===== config.mk =====
export PLATFORM = sky130hd
export DESIGN_NAME = dma_page_addr_gen
export DESIGN_NICKNAME = d
export VERILOG_FILES = /design/src/rtl/dma_page_pkg.sv /design/src/rtl/page_port_decode.sv /design/src/rtl/page_reg_bank.sv /design/src/rtl/burst_addr_calc.sv /design/src/rtl/dma_page_addr_gen.sv
export SDC_FILE = /design/constraint.sdc
export NUM_CORES = 1
export LEC_CHECK = 0
export ABC_AREA = 1
export ABC_CLOCK_PERIOD_IN_PS = 5730
export BUFFER_PORTS_ARGS = -buffer_cell sky130_fd_sc_hd__buf_2
export CAP_MARGIN = 15
export CORE_MARGIN = 3
export CORE_UTILIZATION = 45
export CTS_CLUSTER_SIZE = 24
export DETAILED_ROUTE_END_ITERATION = 8
export PLACE_DENSITY = 0.65
export SETUP_SLACK_MARGIN = 0.1
export SYNTH_ARGS = -nofsm -noshare
export SYNTH_HDL_FRONTEND = slang
export SYNTH_HIERARCHICAL = 1
export SYNTH_SLANG_ARGS = --single-unit

===== constraint.sdc =====
create_clock -name clk -period 5.73 [get_ports clk]
set_input_delay 0.573 -clock clk [delete_from_list [all_inputs] [get_ports clk]]
set_output_delay 0.573 -clock clk [all_outputs]
set_load 0.03 [all_outputs]

===== src/rtl/dma_page_pkg.sv =====
package dma_page_pkg;

    localparam int NUM_CH      = 4;
    localparam int CH_W        = $clog2(NUM_CH);
    localparam int PAGE_W      = 8;
    localparam int HI_KEEP_W   = 7;
    localparam int PORT_OFFS_W = 3;

    typedef logic [NUM_CH-1:0][PAGE_W-1:0] page_array_t;

    typedef struct packed {
        page_array_t lo;
        page_array_t hi;
    } page_state_t;

    typedef struct packed {
        logic            valid;
        logic [CH_W-1:0] ch;
    } port_map_t;

    // Sparse offset-to-channel map; unlisted offsets lead nowhere.
    function automatic port_map_t map_port(input logic [PORT_OFFS_W-1:0] offs);
        port_map_t m;
        m.valid = 1'b1;
        m.ch    = '0;
        case (offs)
            3'd7:    m.ch = 2'd0;
            3'd3:    m.ch = 2'd1;
            3'd1:    m.ch = 2'd2;
            3'd2:    m.ch = 2'd3;
            default: m.valid = 1'b0;
        endcase
        return m;
    endfunction

endpackage


===== src/rtl/page_port_decode.sv =====
module page_port_decode
    import dma_page_pkg::*;
(
    input  logic [PORT_OFFS_W-1:0] offs,
    output port_map_t              map
);

    always_comb begin
        map = map_port(offs);
    end

endmodule


===== src/rtl/page_reg_bank.sv =====
module page_reg_bank
    import dma_page_pkg::*;
#(
    parameter int HI_PAGE_EN = 1
) (
    input  logic                 clk,
    input  logic                 rst_n,
    input  logic                 wr_en,
    input  logic                 win_hi,
    input  port_map_t            port_map,
    input  logic [PAGE_W-1:0]    wr_data,
    output logic [PAGE_W-1:0]    rd_data,
    input  logic [CH_W-1:0]      addr_ch,
    output logic [PAGE_W-1:0]    lo_sel,
    output logic [HI_KEEP_W-1:0] hi_sel
);

    page_state_t state_d, state_q;
    page_array_t hi_view;

    // Next-state: one byte at most changes per cycle.
    always_comb begin
        state_d = state_q;
        if (wr_en && port_map.valid) begin
            if (win_hi) begin
                if (HI_PAGE_EN != 0) begin
                    state_d.hi[port_map.ch] = wr_data;
                end
            end else begin
                state_d.lo[port_map.ch] = wr_data;
            end
        end
    end

    always_ff @(posedge clk or negedge rst_n) begin
        if (!rst_n) begin
            state_q <= '0;
        end else begin
            state_q <= state_d;
        end
    end

    generate
        if (HI_PAGE_EN != 0) begin : g_hi_on
            assign hi_view = state_q.hi;
        end else begin : g_hi_off
            assign hi_view = '0;
        end
    endgenerate

    always_comb begin
        if (!port_map.valid) begin
            rd_data = '0;
        end else if (win_hi) begin
            rd_data = hi_view[port_map.ch];
        end else begin
            rd_data = state_q.lo[port_map.ch];
        end
    end

    always_comb begin
        lo_sel = state_q.lo[addr_ch];
        hi_sel = hi_view[addr_ch][HI_KEEP_W-1:0];
    end

endmodule


===== src/rtl/burst_addr_calc.sv =====
module burst_addr_calc
    import dma_page_pkg::*;
#(
    parameter int ADDR_W = 16,
    parameter int POS_W  = 16
) (
    input  logic [PAGE_W-1:0]                  lo_page,
    input  logic [HI_KEEP_W-1:0]               hi_page,
    input  logic [ADDR_W-1:0]                  cur_addr,
    input  logic                               dec_mode,
    input  logic [POS_W-1:0]                   xfer_pos,
    input  logic [POS_W-1:0]                   xfer_len,
    output logic [HI_KEEP_W+PAGE_W+ADDR_W-1:0] burst_addr
);

    localparam int PHYS_W = HI_KEEP_W + PAGE_W + ADDR_W;
    localparam int EXT_W  = PHYS_W - POS_W;

    logic [PHYS_W-1:0] phys;
    logic [PHYS_W-1:0] pos_ext;
    logic [PHYS_W-1:0] len_ext;

    always_comb begin
        phys    = {hi_page, lo_page, cur_addr};
        pos_ext = {{EXT_W{1'b0}}, xfer_pos};
        len_ext = {{EXT_W{1'b0}}, xfer_len};
        if (dec_mode) begin
            burst_addr = phys - pos_ext - len_ext;
        end else begin
            burst_addr = phys + pos_ext;
        end
    end

endmodule


===== src/rtl/dma_page_addr_gen.sv =====
module dma_page_addr_gen
    import dma_page_pkg::*;
#(
    parameter int ADDR_W     = 16,
    parameter int POS_W      = 16,
    parameter int HI_PAGE_EN = 1
) (
    input  logic                                clk,
    input  logic                                rst_n,
    input  logic                                pg_we,
    input  logic                                pg_sel_hi,
    input  logic [PORT_OFFS_W-1:0]              pg_offs,
    input  logic [PAGE_W-1:0]                   pg_wdata,
    output logic [PAGE_W-1:0]                   pg_rdata,
    input  logic [CH_W-1:0]                     burst_chan,
    input  logic [ADDR_W-1:0]                   cur_addr,
    input  logic                                dec_mode,
    input  logic [POS_W-1:0]                    xfer_pos,
    input  logic [POS_W-1:0]                    xfer_len,
    output logic [HI_KEEP_W+PAGE_W+ADDR_W-1:0]  burst_addr
);

    port_map_t              port_map;
    logic [PAGE_W-1:0]      lo_sel;
    logic [HI_KEEP_W-1:0]   hi_sel;

    page_port_decode u_dec (
        .offs (pg_offs),
        .map  (port_map)
    );

    page_reg_bank #(
        .HI_PAGE_EN (HI_PAGE_EN)
    ) u_bank (
        .clk      (clk),
        .rst_n    (rst_n),
        .wr_en    (pg_we),
        .win_hi   (pg_sel_hi),
        .port_map (port_map),
        .wr_data  (pg_wdata),
        .rd_data  (pg_rdata),
        .addr_ch  (burst_chan),
        .lo_sel   (lo_sel),
        .hi_sel   (hi_sel)
    );

    burst_addr_calc #(
        .ADDR_W (ADDR_W),
        .POS_W  (POS_W)
    ) u_calc (
        .lo_page    (lo_sel),
        .hi_page    (hi_sel),
        .cur_addr   (cur_addr),
        .dec_mode   (dec_mode),
        .xfer_pos   (xfer_pos),
        .xfer_len   (xfer_len),
        .burst_addr (burst_addr)
    );

endmodule


==> flow_metrics.env <==
export IMPL_status="finished clean"
export IMPL_fin_skew_ns=0
export IMPL_p_sw_mw=1.02
export IMPL_cts_buffers=9
export IMPL_drive_gt1_share_pct=13.6
export IMPL_die_w_um=134
export IMPL_final_common_cell="nand2_1"
export IMPL_path_max_fanout=31
export IMPL_cts_resized_gates=0
export IMPL_tritoncts="yes"
export IMPL_fillerInstances=1714
export IMPL_p_leak_nw=4.58
export IMPL_cp_start_kind="input pin"
export IMPL_portBuffers=104
export IMPL_wl_per_cell_um=15.8
export IMPL_n_antenna_cell=0
export IMPL_place_ws_ns=1.40
export IMPL_final_setup_tns_ns=0
export IMPL_path_common_cell="nand2_1"
export IMPL_ant_nets=0
export IMPL_cts_max_level=3
export IMPL_setup_slack_ns=1.28
export IMPL_cap_viol_max_count=0
export IMPL_synth_seq_cells=64
export IMPL_internal_power_mw=1.29
export IMPL_setup_viol_count_final=0
export IMPL_cpPeakStageDelay_ns=0.74
export IMPL_finalWirelength_mm=24.2
export IMPL_worstSkewPairLatency_ns=0.32
export IMPL_ios=105
export IMPL_grt_antenna_before_repair=0
export IMPL_syn2layout_area_growth_pct=12.9
export IMPL_timing_fmax_ghz=0.225
export IMPL_rsz0062_at_grt="false"
export IMPL_die_y_um=134
export IMPL_vias=8117
export IMPL_clkSlewWorstSetupHoldPaths_ns=0.05
export IMPL_grt_pass1_wl_mm=38.3
export IMPL_drcViolationCount=0
export IMPL_grt_total_usage_pct=26.6
export IMPL_finalMaxSlewViolations=0
export IMPL_p_per_area_nw_per_um2=279
export IMPL_grt_overflow_total=0
export IMPL_drtIter0Drc=703
export IMPL_max_vdd_ir_drop_mv=0.224
export IMPL_place_inst=1516
export IMPL_netlist_area_um2=7330
export IMPL_dpl_cell_area_um2=7960
export IMPL_cts_num_sinks=64
export IMPL_end_kind="primary output"
export IMPL_crit_chain="buf_2 > inv_1 > o21ai_0 > o22ai_1 > ha_1 > nand2_1 > nor2_1 > inv_1 > a21oi_1 > nor2_1 > nand2_1 > nand2_1 > nand2_1 > nand2_1 > nand2_1 > buf_2"
export IMPL_core_area_um2=15900
export IMPL_power_frac_comb_pct=46.8
export IMPL_final_cell_area_um2=8280
export IMPL_synthesis_nets=1338
export IMPL_cp_required_ns=5.16
export IMPL_swShare_pct=44.2
export IMPL_synth_cell_types=41
export IMPL_place_gp_congestion=1.01
export IMPL_start_util_pct=46.1
export IMPL_dp_hpwl_mm=18.7
export IMPL_fin_crit_ns=4.45
export IMPL_vias_per_cell=5.30
export IMPL_worst_path_buf_inv=4
export IMPL_synth_cells=1220
export IMPL_crit_family="buffers and inverters"
export IMPL_pwr_share_seq_pct=28.0
export IMPL_ctsHoldBuffers=0
export IMPL_final_cell_mix="nand2_1, inv_1, nor2_1"
export IMPL_firstDrtPassIters=5
export IMPL_hp_class="in2async"
export IMPL_postCtsSetupBuffers=0
export IMPL_path_class="in2out"
export IMPL_instances_no_fill=1532
export IMPL_ys_seq_area_share_pct=21.8
export IMPL_die_area_um2=17900
export IMPL_nNetsFinal=1429
export IMPL_cts_root_buf="clkbuf_16"
export IMPL_grt_max_degree=65
export IMPL_rrSetupSlack_ns=4.97
export IMPL_whs_ns=0.420
export IMPL_clkPwrFrac_pct=25.3
export IMPL_hold_viol=0
export IMPL_syn_area_per_cell_um2=6.01
export IMPL_power_mw=2.31
export IMPL_final_period_utilization_pct=77.7
export IMPL_relSlewSlack_pct=39.5
export IMPL_tightest_slew_ns=0.906
export IMPL_cts_buffer_depth=2
export IMPL_worstPathArrival_ns=3.88
export IMPL_yosys_warnings=6
export IMPL_post_route_util_pct=52.1
export IMPL_slowest_stage="inv_1"
export IMPL_grt_pass1_vias=7418
export IMPL_rows=46
==> logic make-up after synthesis <==
| kind of cell | Yosys count | synth area share, % |
|---|---|---|
| compound gates | 179 | 13.2 |
| mux | 1 | 0.137 |
| fa+ha+maj | 52 | 10.6 |
| xor+xnor | 13 | 1.55 |
| simple gates | 729 | 42.0 |
| buf+inv | 182 | 10.6 |
| flops | 64 | 21.8 |
==> per-layer routing <==
layer  GRT usage [%]  wire [um]
met5               0          0
met4            8.63        665
met3            3.29       1510
met2            45.2      11600
met1            35.4      10400
==> worst reg2reg max path: stages (launching register included) <==
cell and delay [ns]:
dfrtp_1 0.42, nand2_1 0.08, o21ai_0 0.11
==> synthesized netlist by cell type, drive strengths merged <==
cell | count | share of area (%)
mux2i | 1 | 0.14
nand3 | 77 | 5.5
a21boi | 1 | 0.10
a21oi | 37 | 2.6
nand4 | 6 | 0.51
nor3 | 21 | 2.1
o22ai | 15 | 1.3
a21o | 2 | 0.20
inv | 152 | 7.9
o21ai | 122 | 8.8
dfrtp | 64 | 22
o21a | 1 | 0.10
ha | 35 | 6.0
xnor2 | 2 | 0.24
fa | 17 | 4.6
nand3b | 5 | 0.51
xor2 | 11 | 1.3
nand2 | 494 | 26
and2 | 3 | 0.26
nor2 | 119 | 6.7
o211ai | 1 | 0.10
clkbuf | 11 | 0.56
or2 | 4 | 0.34
clkinv | 2 | 0.10
buf | 17 | 2.1
==> layout make-up <==
cell class | count | area (um2) | share of cell area, %
multi-input cells | 974 | 4950 | 59.8
flip-flops and latches | 64 | 1600 | 19.3
inverters | 154 | 583 | 7.04
clock inverters | 6 | 82.6 | 0.998
well taps | 216 | 270 | 3.26
clock buffers | 10 | 239 | 2.89
repair buffers | 108 | 551 | 6.65
==> worst paths after layout <==
| kind | startpoint | end | depth (start not counted) |
|---|---|---|---|
| worst max-delay path | burst_chan[0] | burst_addr[17] | 16 |
| worst min-delay path | rst_n | u_bank/hi_view[21]$_DFFE_PN0P_ | 2 |
| worst max register to register | u_bank/state_q[47]$_DFFE_PN0P_ | u_bank/state_q[47]$_DFFE_PN0P_ | 2 |
| worst min register to register | u_bank/hi_view[7]$_DFFE_PN0P_ | u_bank/hi_view[7]$_DFFE_PN0P_ | 2 |
| max in group asynchronous | rst_n | u_bank/hi_view[24]$_DFFE_PN0P_ | 2 |
| min in group clk | u_bank/hi_view[7]$_DFFE_PN0P_ | u_bank/hi_view[7]$_DFFE_PN0P_ | 2 |
==> state kept, by name, summed over array words and instances (netlist names) <==
name / flops
u_bank/hi_view: 32
u_bank/state_q: 32
==> power by group through the flow <==
| stage | combinational, mW | clock, mW | sequential, mW |
|---|---|---|---|
| finish | 1.08 | 0.584 | 0.646 |
| global route | 1.21 | 0.611 | 0.657 |
| CTS | 1.07 | 0.590 | 0.643 |
| detailed placement | 1.07 | 0 | 0.649 |
| global placement | 1.06 | 0 | 0.650 |
| floorplan | 0.778 | 0 | 0.618 |
(Power assumes the default switching activity.)
